--- src/rtl/serial_pkg.sv ---
package serial_pkg;
   typedef enum logic [1:0] {
      MODE_SHIFT    = 2'd0,
      MODE_ASYNC10  = 2'd1,
      MODE_ASYNC11F = 2'd2,
      MODE_ASYNC11T = 2'd3
   } ser_mode_e;
endpackage

--- src/rtl/serial_baud.sv ---
module serial_baud
   import serial_pkg::*;
#(
   parameter int MC_DIV  = 12,
   parameter int TMR_W   = 8,
   parameter int OVS     = 16,
   parameter int FIX_DIV = 64
) (
   input  logic             clk,
   input  logic             rst_n,
   input  ser_mode_e        mode,
   input  logic             dbl,
   input  logic [TMR_W-1:0] reload,
   output logic             tick
);
   localparam int MCW   = $clog2(MC_DIV);
   localparam int FIX_T = FIX_DIV / OVS;
   localparam int FXW   = $clog2(FIX_T);

   logic [MCW-1:0]   mc_cnt;
   logic [TMR_W-1:0] tmr;
   logic [FXW-1:0]   fix_cnt;
   logic             half;
   logic             mc_tick, ovf, tmr_tick, fix_tick;

   assign mc_tick  = (mc_cnt == MCW'(MC_DIV - 1));
   assign ovf      = mc_tick & (&tmr);
   assign tmr_tick = ovf & (dbl | half);
   assign fix_tick = dbl ? (&fix_cnt[FXW-2:0]) : (&fix_cnt);
   assign tick     = (mode == MODE_ASYNC11F) ? fix_tick : tmr_tick;

   always_ff @(posedge clk or negedge rst_n) begin
      if (!rst_n) begin
         mc_cnt  <= '0;
         tmr     <= '0;
         fix_cnt <= '0;
         half    <= 1'b0;
      end else begin
         fix_cnt <= fix_cnt + 1'b1;
         mc_cnt  <= mc_tick ? '0 : mc_cnt + 1'b1;
         if (mc_tick) tmr <= (&tmr) ? reload : tmr + 1'b1;
         if (ovf) half <= ~half;
      end
   end
endmodule

--- src/rtl/serial_tx.sv ---
module serial_tx
   import serial_pkg::*;
#(
   parameter int DATA_W = 8,
   parameter int OVS    = 16,
   parameter int MC_DIV = 12
) (
   input  logic              clk,
   input  logic              rst_n,
   input  ser_mode_e         mode,
   input  logic              tick,
   input  logic              wr,
   input  logic [DATA_W-1:0] data,
   input  logic              bit9,
   input  logic              flag_clr,
   output logic              txd,
   output logic              dout,
   output logic              doe,
   output logic              flag,
   output logic              busy
);
   localparam int FW  = DATA_W + 3;
   localparam int BW  = $clog2(FW + 1);
   localparam int TCW = $clog2((MC_DIV > OVS) ? MC_DIV : OVS);

   logic [FW-1:0]  sh;
   logic [BW-1:0]  bleft;
   logic [TCW-1:0] tcnt;
   logic           m0;

   assign doe  = busy & m0;
   assign dout = doe ? sh[0] : 1'b1;
   assign txd  = !busy ? 1'b1 : (m0 ? (tcnt >= TCW'(MC_DIV / 2)) : sh[0]);

   always_ff @(posedge clk or negedge rst_n) begin
      if (!rst_n) begin
         sh    <= '1;
         bleft <= '0;
         tcnt  <= '0;
         m0    <= 1'b0;
         busy  <= 1'b0;
         flag  <= 1'b0;
      end else begin
         if (flag_clr) flag <= 1'b0;
         if (!busy) begin
            if (wr) begin
               busy <= 1'b1;
               tcnt <= '0;
               m0   <= (mode == MODE_SHIFT);
               case (mode)
                  MODE_SHIFT: begin
                     sh    <= {3'b111, data};
                     bleft <= BW'(DATA_W);
                  end
                  MODE_ASYNC10: begin
                     sh    <= {2'b11, data, 1'b0};
                     bleft <= BW'(DATA_W + 2);
                  end
                  default: begin
                     sh    <= {1'b1, bit9, data, 1'b0};
                     bleft <= BW'(DATA_W + 3);
                  end
               endcase
            end
         end else if (m0) begin
            if (tcnt == TCW'(MC_DIV - 1)) begin
               tcnt  <= '0;
               sh    <= {1'b1, sh[FW-1:1]};
               bleft <= bleft - 1'b1;
               if (bleft == BW'(1)) begin
                  busy <= 1'b0;
                  flag <= 1'b1;
               end
            end else begin
               tcnt <= tcnt + 1'b1;
            end
         end else if (tick) begin
            if (tcnt == TCW'(OVS - 1)) begin
               tcnt  <= '0;
               sh    <= {1'b1, sh[FW-1:1]};
               bleft <= bleft - 1'b1;
               if (bleft == BW'(2)) flag <= 1'b1;
               if (bleft == BW'(1)) busy <= 1'b0;
            end else begin
               tcnt <= tcnt + 1'b1;
            end
         end
      end
   end
endmodule

--- src/rtl/serial_rx.sv ---
module serial_rx
   import serial_pkg::*;
#(
   parameter int DATA_W = 8,
   parameter int OVS    = 16
) (
   input  logic              clk,
   input  logic              rst_n,
   input  ser_mode_e         mode,
   input  logic              tick,
   input  logic              en,
   input  logic              rxs,
   input  logic              flag_clr,
   output logic [DATA_W-1:0] data,
   output logic              bit9,
   output logic              flag
);
   localparam int SW  = $clog2(OVS);
   localparam int BW  = $clog2(DATA_W + 4);
   localparam int MID = OVS / 2;

   logic [SW-1:0]     scnt, scnt_nx;
   logic [BW-1:0]     bidx, stop_idx;
   logic [DATA_W-1:0] dsh;
   logic              act, ten, s_a, s_b, n9, last_hi, vote;

   assign scnt_nx  = scnt + 1'b1;
   assign stop_idx = ten ? BW'(DATA_W + 2) : BW'(DATA_W + 1);
   assign vote     = (s_a & s_b) | (s_a & rxs) | (s_b & rxs);

   always_ff @(posedge clk or negedge rst_n) begin
      if (!rst_n) begin
         scnt    <= '0;
         bidx    <= '0;
         dsh     <= '0;
         data    <= '0;
         act     <= 1'b0;
         ten     <= 1'b0;
         s_a     <= 1'b1;
         s_b     <= 1'b1;
         n9      <= 1'b0;
         bit9    <= 1'b0;
         last_hi <= 1'b1;
         flag    <= 1'b0;
      end else begin
         if (flag_clr) flag <= 1'b0;
         if (tick) begin
            last_hi <= rxs;
            if (!act) begin
               if (en && mode != MODE_SHIFT && last_hi && !rxs) begin
                  act  <= 1'b1;
                  scnt <= '0;
                  bidx <= '0;
                  ten  <= (mode != MODE_ASYNC10);
               end
            end else begin
               scnt <= scnt_nx;
               if (scnt_nx == SW'(MID - 1)) s_a <= rxs;
               if (scnt_nx == SW'(MID)) s_b <= rxs;
               if (scnt_nx == SW'(MID + 1)) begin
                  if (bidx == '0) begin
                     if (vote) act <= 1'b0;
                  end else if (bidx == stop_idx) begin
                     act <= 1'b0;
                     if (vote) begin
                        data <= dsh;
                        flag <= 1'b1;
                        if (ten) bit9 <= n9;
                     end
                  end else if (bidx == BW'(DATA_W + 1)) begin
                     n9 <= vote;
                  end else begin
                     dsh <= {vote, dsh[DATA_W-1:1]};
                  end
               end
               if (scnt_nx == '0) bidx <= bidx + 1'b1;
            end
         end
      end
   end
endmodule

--- src/rtl/serial_port_ctl.sv ---
module serial_port_ctl
   import serial_pkg::*;
#(
   parameter int DATA_W      = 8,
   parameter int TMR_W       = 8,
   parameter int MC_DIV      = 12,
   parameter int OVS         = 16,
   parameter int FIX_DIV     = 64,
   parameter int SYNC_STAGES = 2
) (
   input  logic              clk,
   input  logic              rst_n,
   input  logic [1:0]        mode_i,
   input  logic              dbl_rate_i,
   input  logic [TMR_W-1:0]  reload_i,
   input  logic              rx_en_i,
   input  logic              tx_wr_i,
   input  logic [DATA_W-1:0] tx_data_i,
   input  logic              tx_bit9_i,
   input  logic              tx_flag_clr_i,
   input  logic              rx_flag_clr_i,
   input  logic              rxd_i,
   output logic              txd_o,
   output logic              rxd_o,
   output logic              rxd_oe_o,
   output logic [DATA_W-1:0] rx_data_o,
   output logic              rx_bit9_o,
   output logic              tx_flag_o,
   output logic              rx_flag_o
);
   if (OVS < 4 || (OVS & (OVS - 1)) != 0) begin : g_bad_ovs
      $error("OVS must be a power of two of at least 4");
   end
   if ((FIX_DIV % (2 * OVS)) != 0 || ((FIX_DIV / OVS) & (FIX_DIV / OVS - 1)) != 0) begin : g_bad_fix
      $error("FIX_DIV/OVS must be a power of two of at least 2");
   end
   if (MC_DIV < 2 || (MC_DIV % 2) != 0) begin : g_bad_mc
      $error("MC_DIV must be even and at least 2");
   end
   if (SYNC_STAGES < 2) begin : g_bad_sync
      $error("SYNC_STAGES must be at least 2");
   end

   ser_mode_e              mode_e;
   logic [SYNC_STAGES-1:0] sync_q;
   logic                   tick, tx_busy;

   assign mode_e = ser_mode_e'(mode_i);

   always_ff @(posedge clk or negedge rst_n) begin
      if (!rst_n) sync_q <= '1;
      else        sync_q <= {sync_q[SYNC_STAGES-2:0], rxd_i};
   end

   serial_baud #(.MC_DIV(MC_DIV), .TMR_W(TMR_W), .OVS(OVS), .FIX_DIV(FIX_DIV)) i_baud (
      .clk(clk), .rst_n(rst_n), .mode(mode_e), .dbl(dbl_rate_i),
      .reload(reload_i), .tick(tick)
   );

   serial_tx #(.DATA_W(DATA_W), .OVS(OVS), .MC_DIV(MC_DIV)) i_tx (
      .clk(clk), .rst_n(rst_n), .mode(mode_e), .tick(tick), .wr(tx_wr_i),
      .data(tx_data_i), .bit9(tx_bit9_i), .flag_clr(tx_flag_clr_i),
      .txd(txd_o), .dout(rxd_o), .doe(rxd_oe_o), .flag(tx_flag_o), .busy(tx_busy)
   );

   serial_rx #(.DATA_W(DATA_W), .OVS(OVS)) i_rx (
      .clk(clk), .rst_n(rst_n), .mode(mode_e), .tick(tick), .en(rx_en_i),
      .rxs(sync_q[SYNC_STAGES-1]), .flag_clr(rx_flag_clr_i),
      .data(rx_data_o), .bit9(rx_bit9_o), .flag(rx_flag_o)
   );
endmodule

--- config.mk ---
export PLATFORM = sky130hd
export DESIGN_NAME = serial_port_ctl
export DESIGN_NICKNAME = d
export VERILOG_FILES = /design/src/rtl/serial_pkg.sv /design/src/rtl/serial_baud.sv /design/src/rtl/serial_tx.sv /design/src/rtl/serial_rx.sv /design/src/rtl/serial_port_ctl.sv
export SDC_FILE = /design/constraint.sdc
export NUM_CORES = 1
export LEC_CHECK = 0
export BUFFER_PORTS_ARGS = -buffer_cell sky130_fd_sc_hd__buf_2
export CAP_MARGIN = 20
export CORE_ASPECT_RATIO = 0.5
export CORE_MARGIN = 2
export CORE_UTILIZATION = 47
export CTS_BUF_LIST = sky130_fd_sc_hd__clkbuf_16
export DETAILED_ROUTE_END_ITERATION = 10
export PLACE_DENSITY = 0.73
export REMOVE_ABC_BUFFERS = 1
export SETUP_SLACK_MARGIN = 0.05
export SLEW_MARGIN = 20
export SYNTH_ARGS = -nofsm -noshare
export SYNTH_HDL_FRONTEND = slang
export SYNTH_SLANG_ARGS = --single-unit
--- constraint.sdc ---
create_clock -name clk -period 3.56 [get_ports clk]
set_input_delay 0 -clock clk [delete_from_list [all_inputs] [get_ports clk]]
set_output_delay 0 -clock clk [all_outputs]
set_load 0.02 [all_outputs]
After elaboration in Yosys (flattened, before gate mapping):

Cells that the tools add are included.

* bits in registers: 71
* input bits: 27

* add/sub/neg operators: 7
* order comparisons: 1
* eq/ne operators: 17
* muxes and demuxes: 60
* bitwise operators: 15
* reduce and logical (&&, ||, !) cells: 24

Operators with widths (number)
* 4-bit 2-to-1 mux: 17
* 11-bit 2-to-1 mux: 6
* 1-bit 2-to-1 mux: 33
* 4-bit == test (second input constant): 6
* 10-bit case mux with 2 select lines: 1
* 6-bit AND reduction: 3
* 4-bit by 1-bit adder with 4-bit output (second input constant): 4
* 3-bit AND reduction: 4
* 3-bit inequality test (second input constant): 3
* 8-bit by 1-bit adder with 8-bit output (second input constant): 1
* 4-bit zero test: 2
* 8-bit 2-to-1 mux: 1
* 2-bit AND reduction: 4
* 8-bit AND reduction: 1
* 7-bit AND reduction: 1
* 1-bit AND: 6
* 1-bit NOT: 6
* 2-bit nonzero test: 3
* 4-bit by 1-bit == test with 1-bit output (second input constant): 1
* 4-bit by 2-bit == test with 1-bit output (second input constant): 1
* 4-bit by 3-bit == test with 1-bit output (second input constant): 1
* 4-bit == test: 1
* 4-bit by 3-bit >= comparator with 1-bit output (second input constant): 1
* 2-bit case mux with 2 select lines: 1
* other kinds (12): 16

Depth between registers and ports, before layout:

Gate-level depths: netlist (run 1).

* depth after elaboration: 9
* gate-level depth with buffers: 7
* depth with buffers taken out: 7

Modules after synthesis:

Synthesis (run 1) repeated with hierarchy kept, for this count alone.

* cells, all modules: 347
* area total of the unflattened synthesis: 3803.6 µm²

By module, submodules not included
* serial_rx: instances 1, cells each 137, area each 1610.3 µm², sequential area each 804.5 µm²
* serial_tx: instances 1, cells each 137, area each 1353.8 µm², sequential area each 538.0 µm²
* serial_baud: instances 1, cells each 71, area each 787.0 µm², sequential area each 375.4 µm²
* serial_port_ctl: instances 1, cells each 2, area each 52.6 µm², sequential area each 52.6 µm²

Worst setup path after synthesis (run 1):

OpenSTA, ideal clock, no wires.

* kind: reg-to-reg
* start point: reg i_baud.mc_cnt[0]
* end point: reg i_tx.sh[3]
* setup time: 82 ps
* arrival time: 1990 ps
* path slack: 1488 ps
* cell stages (with the launch flop): 8
* buffers on the path: 1
* path through: dfrtp_1 ha_1 nand3b_4 nor4_4 a211oi_2 a21oi_2 buf_6 mux2_4

* word-level cells in the longest chain between the ends: 6

Ends and longest elaborated chain
* start: declaration: RTL line serial_baud.sv:20 `logic [MCW-1:0] mc_cnt;`
* start signal: assignment: RTL line serial_baud.sv:40 `mc_cnt <= mc_tick ? '0 : mc_cnt + 1'b1;`
* 4-bit == test: RTL line serial_baud.sv:26 `assign mc_tick = (mc_cnt == MCW'(MC_DIV - 1));`
* 1-bit AND: RTL line serial_baud.sv:27 `assign ovf = mc_tick & (&tmr);`
* 1-bit AND: RTL line serial_baud.sv:28 `assign tmr_tick = ovf & (dbl | half);`
* 1-bit 2-to-1 mux: RTL line serial_baud.sv:30 `assign tick = (mode == MODE_ASYNC11F) ? fix_tick : tmr_tick;`
* 3-bit inequality test (no line)
* 4-bit AND reduction (no line)
* end signal: assignment: RTL line serial_tx.sv:52 `sh <= {3'b111, data};`
* end signal: assignment: RTL line serial_tx.sv:56 `sh <= {2'b11, data, 1'b0};`
* end signal: assignment: RTL line serial_tx.sv:60 `sh <= {1'b1, bit9, data, 1'b0};`
* end: declaration: RTL line serial_tx.sv:26 `logic [FW-1:0] sh;`

No other way between the ends.
A chain may end at the register's enable or synchronous reset.

Worst setup path in the final report (run 1):

* start point: reg i_baud.mc_cnt[0]
* end point: reg i_tx.sh[1]

Same word-level chain as after synthesis.

==> impl_metrics.json, run 1 <==
{
  "fillers": 707,
  "synthesis.area_sq_um": 3870,
  "routedWlPerCell_um": 13.9,
  "ios": 41,
  "nNetsFinal": 465,
  "io_buffers": 40,
  "start_util_pct": 48.4,
  "fin_crit_ps": 2780,
  "postSynthCellCount": 371,
  "grt_pass1_wl_mm": 12.9,
  "worstSetupStartpointType": "flop",
  "synth_area_leader_cell": "dfrtp_1",
  "required_ps": 3810,
  "cp_max_fo": 13,
  "syn_to_final_growth_pct": 17.9,
  "critPathKind": "flop to flop",
  "slew-limit-headroom_pct": 43.1,
  "status": "finished, final reports clean",
  "finalClockSkew_ps": 5.95,
  "synthArstFlopShare_pct": 100,
  "p_leak_nw": 2.16,
  "dp.cells": 513,
  "tritoncts": "done",
  "ys_seq_elements": 70,
  "holdWs_ps": 41.5,
  "first_global_vias": 2667,
  "clock_latency_ps": 330,
  "layout_common_cells": "dfrtp_1 (55), buf_2 (40), nand2_1 (38)",
  "clk_path_buf_depth": 2,
  "setup_viol": 0,
  "synth_seq_area_share_pct": 45.7,
  "power_mw": 2.41,
  "cts_buffers": 9,
  "vdd_drop_max_mv": 0.301,
  "syn_avg_cell_area_sq_um": 10.4,
  "chipWidth_um": 132,
  "grtUsageMet3_pct": 5.56,
  "tightest_slew_ps": 853,
  "synthFlopType": "dfrtp_1",
  "cts-root-buf": "clkbuf_16",
  "ys_types": 63,
  "final_common_cell": "dfrtp_1",
  "routed_wirelength_mm": 7.52,
  "drtIter0Drc": 175,
  "gp_congestion": 0.878,
  "clk_pin_slew_worst_paths_ps": 50,
  "diodes": 0,
  "maxCapViolations": 0,
  "firstDrtPassIters": 4,
  "busiest_layer": "met2",
  "fp.dieArea_sq_um": 9020,
  "via_per_inst": 5.35,
  "synth_top_cell_area_share_pct": 35.6,
  "drc": 0,
  "rows": 23,
  "fin_crit_sh_pct": 78.0,
  "dp.final_hpwl_mm": 5.30,
  "power.density_nw_per_um2": 528,
  "route.antenna.remaining_nets": 0,
  "grt_overflow": 0,
  "yosys_warnings": 0,
  "core_area_sq_um": 8000,
  "vias": 2888,
  "fin_setup_tns_ps": 0,
  "clkSinkCount": 70,
  "dp_slack_ps": 826,
  "cts_setup_buffers": 0,
  "gr-usage-met1_pct": 25.1,
  "use_met2_pct": 28.3,
  "hold_viol": 0,
  "hold_class": "input port to flop",
  "die_h_um": 68.2,
  "setup_slack_ps": 782,
  "grt_max_degree": 34,
  "fin_cells": 540,
  "drive_gt1_share_pct": 26.9,
  "synth-edff-count": 0,
  "rsz0062_at_grt": "false",
  "synth_area_leaders": "dfrtp_1 (36%), dfstp_2 (10%), mux2_2 (6.7%)",
  "slew_violations": 0,
  "crit_path_end_kind": "flop",
  "timing.fmax_ghz": 0.360,
  "antenna_found_initial": 0,
  "htreeDepth": 3,
  "gr-usage-all-layers_pct": 18.5,
  "cp.arrival_ps": 3030
}
report_power, final:
group	internal [mW]	total, mW	leakage (nW)	switching [mW]
clock network	0.536	0.856	0.143	0.320
logic	0.241	0.469	1.17	0.227
registers	0.950	1.08	0.851	0.134
total	1.73	2.41	2.16	0.682
flip-flops by register name, summed over array words and instances, names as in the netlist, 2 cells and up:
| signal | count |
|---|---|
| i_baud.fix_cnt | 2 |
| i_baud.mc_cnt | 4 |
| i_baud.tmr | 8 |
| i_rx.bidx | 4 |
| i_rx.data | 8 |
| i_rx.dsh | 8 |
| i_rx.scnt | 4 |
| i_tx.bleft | 4 |
| i_tx.sh | 10 |
| i_tx.tcnt | 4 |
| sync_q | 2 |
synthesized netlist by cell type, drive strengths merged, types with 2 or more instances:
cell    number
a211oi       2
a21boi       2
a21o         2
a21oi       17
a31oi        6
a41oi        3
and2         3
and3         5
buf          6
clkbuf       8
dfrtp       55
dfstp       15
ha          15
inv         17
mux2        33
mux2i       11
nand2       38
nand2b       6
nand3       20
nand3b       5
nand4        6
nor2        21
nor2b        6
nor3         6
o211a        2
o211ai       2
o21ai       28
o31ai        4
or3          4
xnor2        2
xor2         3
cell type report:
class	count	area [sq um]	share of cell area, %
Clock buffer	9	225	4.93
Clock inverter	7	65.1	1.43
Inverter	17	63.8	1.40
Multi-Input combinational cell	270	1960	42.9
Sequential cell	70	1770	38.8
Tap cell	112	140	3.07
Timing Repair Buffer	55	340	7.46
path summary, 6_finish.rpt:
kind                             startpoint             to  slack (ps)  depth (start not counted)
max reg2reg                i_baud.mc_cnt[0]     i_tx.sh[1]         780                          6
min in group asynchronous             rst_n   i_rx.scnt[1]         240                          2
min reg2reg                       sync_q[0]      sync_q[1]         370                          0
max                        i_baud.mc_cnt[0]     i_tx.sh[1]         780                          6
min                             reload_i[6]  i_baud.tmr[6]          40                          3
max in group asynchronous             rst_n     i_tx.sh[9]        2430                          3
what timing repair did:
| action | in CTS | in global routing |
|---|---|---|
| gates resized for setup | 0 | 0 |
| hold buffers | 11 | 0 |
| endpoints found under the hold margin | 23 | 0 |
per-layer routing:
layer / vias to the layer above / part of all wire [%]
met4: 0 / 1.2
met1: 1383 / 51
met5: - / 0
met3: 8 / 4.1
met2: 62 / 44
li1: 1435 / -
logic make-up after synthesis:
family	share of synthesized area, %
buf+inv	3.62
compound gates	13.3
xor+xnor	1.13
simple gates	18.1
mux	13.0
fa+ha+maj	5.11
flops	45.7
worst max-delay path: stages (launching register included):
cell and delay [ps]:
dfrtp_1 370, ha_1 280, nand3b_4 170, nor4_4 460, a211oi_2 290, a21oi_2 720
mux2_2 410
per-stage QoR:
step,utilization (%),cell area [sq um]
floorplan,-,3790
global placement,52.0,4160
detailed placement,52.0,4160
CTS,57.1,4560
global route,57.1,4560
finish,57.1,4560
Power figures use the tool's default switching activity.
==> inputs of run 2 (changes only) <==
PLACE_DENSITY = 0.76   (was 0.73)
clock period = 2.3 ns   (was 3.56 ns; I/O delays follow)
==> run 2 against run 1 <==
  * Global-route usage is essentially flat
  * Power grew 62%
  * First-iteration DRC count shrank 4.0%
  * Non-clock buffer count grew 8
  * Routed wire length grew 0.53%
  * Sequential power grew 55%
  * Core utilization grew 1.5 points
  * Die area is the same
  * Cell area grew 2.6%
  * Largest cell class unchanged
==> impl_metrics.json, run 2 (synthesized netlist as in run 1, its figures left out) <==
{
  "status": "finished, final reports clean",
  "routed_wirelength_mm": 7.56,
  "clk_path_buf_depth": 2,
  "htreeDepth": 3,
  "io_buffers": 40,
  "clkSinkCount": 70,
  "fin_crit_ps": 2120,
  "rsz0062_at_grt": "false",
  "first_global_vias": 2709,
  "grt_overflow": 0,
  "power_mw": 3.90,
  "multi_input_area_sq_um": 1960,
  "finalClockSkew_ps": 8.97,
  "required_ps": 2510,
  "hold_class": "input port to flop",
  "critPathKind": "flop to flop",
  "crit_slowest_cell": "a221o_1",
  "crit_path_end_kind": "flop",
  "gr-usage-all-layers_pct": 18.4,
  "rows": 23,
  "maxCapViolations": 0,
  "hold_viol": 0,
  "p_leak_nw": 2.22,
  "crit_chain": "ha_1 > nand3b_4 > nor4_4 > buf_4 > a21o_4 > o21ai_1 > a221o_1",
  "regArea_sq_um": 1770,
  "setup_viol": 0,
  "final_common_cell": "dfrtp_1",
  "tightest_slew_ps": 731,
  "clock_latency_ps": 330,
  "nNetsFinal": 473,
  "dp.final_hpwl_mm": 5.29,
  "start_util_pct": 48.4,
  "drc": 0,
  "largest_reg_flops": 10,
  "firstDrtPassIters": 5,
  "timing.fmax_ghz": 0.472,
  "core_area_sq_um": 8000,
  "drtIter0Drc": 168,
  "cts_buffers": 9,
  "grt_max_degree": 42,
  "tritoncts": "done",
  "route.antenna.remaining_nets": 0,
  "power.density_nw_per_um2": 832,
  "top_register": "i_tx.sh",
  "antenna_found_initial": 0,
  "cp_max_fo": 14,
  "routedWlPerCell_um": 13.8,
  "syn_to_final_growth_pct": 21.0,
  "cpPeakStageDelay_ps": 400,
  "cp.arrival_ps": 2330,
  "via_per_inst": 5.28,
  "layout_common_cells": "dfrtp_1 (55), buf_2 (40), nand2_1 (38)",
  "drive_gt1_share_pct": 28.2,
  "fp.dieArea_sq_um": 9020,
  "clk_pin_slew_worst_paths_ps": 60,
  "worstSetupStartpointType": "flop",
  "ios": 41,
  "slew-limit-headroom_pct": 51.3,
  "fin_crit_sh_pct": 92.1,
  "vdd_drop_max_mv": 0.430,
  "chipWidth_um": 132,
  "grt_pass1_wl_mm": 12.9,
  "gp_congestion": 0.796,
  "vias": 2896,
  "diodes": 0,
  "slew_violations": 0,
  "fin_setup_tns_ps": 0,
  "fillers": 716,
  "cts-root-buf": "clkbuf_16",
  "die_h_um": 68.2
}
run 2: stage by stage:
stage / std cells / instance area [sq um] / setup WS [ps] / hold slack, ps / utilization (%)
after detailed placement: 518 / 4230 / 84.0 / 93.2 / 52.8
after global placement: 518 / 4230 / 121 / 80.0 / 52.8
after global routing: 548 / 4680 / 51.4 / 31.8 / 58.5
after CTS: 545 / 4660 / 88.9 / 11.3 / 58.2
final: 548 / 4680 / 181 / 30.8 / 58.5
after floorplan: 357 / 3790 / -79.2 / -296 / -
run 2: area by class of cell:
cell class	instances	share of cell area, %
timing repair buffer	63	9.09
clock inverter	7	2.08
multi-input combinational	270	41.8
tap	112	2.99
clock buffer	9	4.81
sequential	70	37.8
inverter	17	1.36
run 2: final timing paths:
kind / startpoint / cells past startpoint / slack, ps / endpoint
max: i_baud.mc_cnt[0] / 7 / 180 / i_rx.bidx[3]
min: mode_i[0] / 3 / 30 / i_rx.ten
max reg2reg: i_baud.mc_cnt[0] / 7 / 180 / i_rx.bidx[3]
min reg2reg: sync_q[0] / 0 / 360 / sync_q[1]
max in group asynchronous: rst_n / 3 / 1320 / i_tx.sh[9]
min in group asynchronous: rst_n / 2 / 270 / i_baud.fix_cnt[1]
run 2: what timing repair did:
action,CTS,global route
resized for setup,0,0
setup buffers,0,3
setup endpoints to repair,3,28
pin swaps,1,2
hold buffers,11,0
endpoints found under the hold margin,29,0
run 2: power breakdown:
| group | switching (mW) | internal (mW) |
|---|---|---|
| registers | 0.204 | 1.47 |
| logic | 0.352 | 0.383 |
| clock network | 0.534 | 0.954 |
run 2: routing by layer:
metal  GRT usage [%]  up-vias  routed length [um]
li1                -     1463                   -
met1            24.4     1390                3830
met2            29.4       39                3440
met3            5.56        4                 244
met4            6.18        0                  46
met5               0        -                   0
run 2: critical path, delay by kind of cell, from the launching register on:
kind,cells,cell delay (ps)
compound gates,3,810
fa+ha+maj,1,270
buf+inv,1,180
flops,1,370
simple gates,2,350
==> inputs of run 3 (changes only) <==
--- a/config.mk
+++ b/config.mk
@@ -10,8 +10,8 @@
 export CORE_ASPECT_RATIO = 0.5
 export CORE_MARGIN = 2
-export CORE_UTILIZATION = 47
+export CORE_UTILIZATION = 53
 export CTS_BUF_LIST = sky130_fd_sc_hd__clkbuf_16
 export DETAILED_ROUTE_END_ITERATION = 10
-export PLACE_DENSITY = 0.76
+export PLACE_DENSITY = 0.83
 export REMOVE_ABC_BUFFERS = 1
 export SETUP_SLACK_MARGIN = 0.05
==> constraint.sdc (replaced) <==
create_clock -name clk -period 2.3 [get_ports clk]
set_input_delay 0.115 -clock clk [delete_from_list [all_inputs] [get_ports clk]]
set_output_delay 0.115 -clock clk [all_outputs]
set_load 0.02 [all_outputs]
==> run 3 against run 2 <==
  * Clock-buffer cell count stayed put
  * Critical endpoint is now i_rx.data[4]
  * Clock skew shrank 6.1 ps
  * Worst hold slack lost 1.4 ps
  * Largest power group unchanged
  * Core utilization is 9.5 points higher
  * Sequential cell count unchanged
  * Final cell count decreased by 3.1%
  * Combinational power increased by 8.8%
==> impl_metrics.json, run 3 (synthesized netlist as in run 1, its figures left out) <==
{
  "layout_common_cells": "dfrtp_1 (55), buf_2 (40), nand2_1 (38)",
  "syn_to_final_growth_pct": 21.0,
  "final_area_sq_um": 4680,
  "crit_start": "i_rx.bidx[0]",
  "drtIter0Drc": 210,
  "tightest_slew_ps": 734,
  "setup_viol": 0,
  "critPathKind": "flop to flop",
  "rsz0062_at_grt": "false",
  "fp.dieArea_sq_um": 8040,
  "antenna_found_initial": 0,
  "vdd_drop_max_mv": 0.484,
  "fin_crit_ps": 2150,
  "gp_congestion": 0.842,
  "top_register": "i_tx.sh",
  "required_ps": 2510,
  "io_buffers": 40,
  "hold_class": "input port to flop",
  "worstSetupStartpointType": "flop",
  "worstHoldStart": "reload_i[2]",
  "vias": 3043,
  "clk_path_buf_depth": 2,
  "fin_cells": 531,
  "grt_overflow": 0,
  "routed_wirelength_mm": 8.28,
  "tritoncts": "done",
  "holdWs_ps": 29.4,
  "nNetsFinal": 476,
  "final_common_cell": "dfrtp_1",
  "crit_path_end_kind": "flop",
  "die_h_um": 64.4,
  "cp_max_fo": 9,
  "routedWlPerCell_um": 15.6,
  "diodes": 0,
  "r2r_start": "i_rx.bidx[0]",
  "hold_viol": 0,
  "clk_pin_slew_worst_paths_ps": 60,
  "dp.cells": 507,
  "start_util_pct": 56.2,
  "gr-usage-all-layers_pct": 21.6,
  "status": "finished, final reports clean",
  "fin_crit_sh_pct": 93.6,
  "largest_reg_flops": 10,
  "cts-root-buf": "clkbuf_16",
  "clock_latency_ps": 330,
  "drive_gt1_share_pct": 30.8,
  "maxCapViolations": 0,
  "firstDrtPassIters": 4,
  "slew_violations": 0,
  "core_area_sq_um": 6880,
  "ios": 41,
  "timing.fmax_ghz": 0.464,
  "power.density_nw_per_um2": 868,
  "via_per_inst": 5.73,
  "cp.arrival_ps": 2370,
  "chipWidth_um": 125,
  "clkSinkCount": 70,
  "place_area_sq_um": 4240,
  "setup_slack_ps": 146,
  "grt_pass1_wl_mm": 14.0,
  "finalClockSkew_ps": 2.84,
  "rows": 21,
  "route.antenna.remaining_nets": 0,
  "first_global_vias": 3055,
  "drc": 0,
  "cts_buffers": 9,
  "grt_max_degree": 42,
  "htreeDepth": 3,
  "slew-limit-headroom_pct": 51.1,
  "final_util_pct": 68.0,
  "dp.final_hpwl_mm": 5.53,
  "p_leak_nw": 2.25,
  "dp_slack_ps": 23.3
}
==> run 3: cell count changes in the layout (fill, tap and decap cells not counted), sizes merged <==
cell         before  now
buf              52   63
bufinv            2    3
dlygate4sd3      11    3
inv              20   19
==> run 3: power by group <==
group | internal [mW] | switching, mW
clock | 1.06 | 0.533
combinational | 0.394 | 0.406
sequential | 1.47 | 0.196
==> run 3: metrics by stage <==
stage | TNS (ps) | total power [mW]
after floorplan | -397 | 2.19
after global placement | 0 | 2.40
after detailed placement | 0 | 2.44
after CTS | 0 | 4.06
after global routing | 0 | 4.26
final | 0 | 4.06
==> run 3: layout make-up <==
type | instances | area [sq um]
repair buffers | 66 | 415
multi-input cells | 270 | 1970
inverters | 17 | 63.8
well taps | 92 | 115
clock inverters | 7 | 120
flip-flops and latches | 70 | 1770
clock buffers | 9 | 225
fillers | 501 | 2200
==> run 3: layer usage <==
metal  GRT usage (%)  wire, um  vias to the layer above  part of all wire, %
met5               0         0                        -                    0
met4            7.22       145                        0                  1.8
met3            5.62       478                       20                  5.8
met2            36.6      3870                      105                   47
met1            27.6      3780                     1464                   46
li1                -         -                     1454                    -
==> run 3: worst paths after layout <==
path	endpoint	slack, ps	depth (start not counted)
worst max register to register	i_rx.data[4]	150	5
worst min register to register	sync_q[1]	360	0
worst max-delay path	i_rx.data[4]	150	5
max in group asynchronous	i_tx.sh[5]	1530	3
worst min-delay path	i_baud.tmr[2]	30	3
min in group asynchronous	i_baud.tmr[1]	340	3
==> run 3: worst max-delay path: stages, from the launching register on <==
cell and delay [ps]:
dfrtp_1 500, or3b_1 380, a21boi_1 370, and2_1 230, nand4_4 190, mux2_2 360
==> run 3: what timing repair did <==
action                                 in CTS  in global routing
hold buffers                                3                  0
setup buffers                               0                  5
pin swaps                                   0                  1
resized for setup                           1                  1
endpoints found under the hold margin      57                  0
setup endpoints to repair                   3                 11
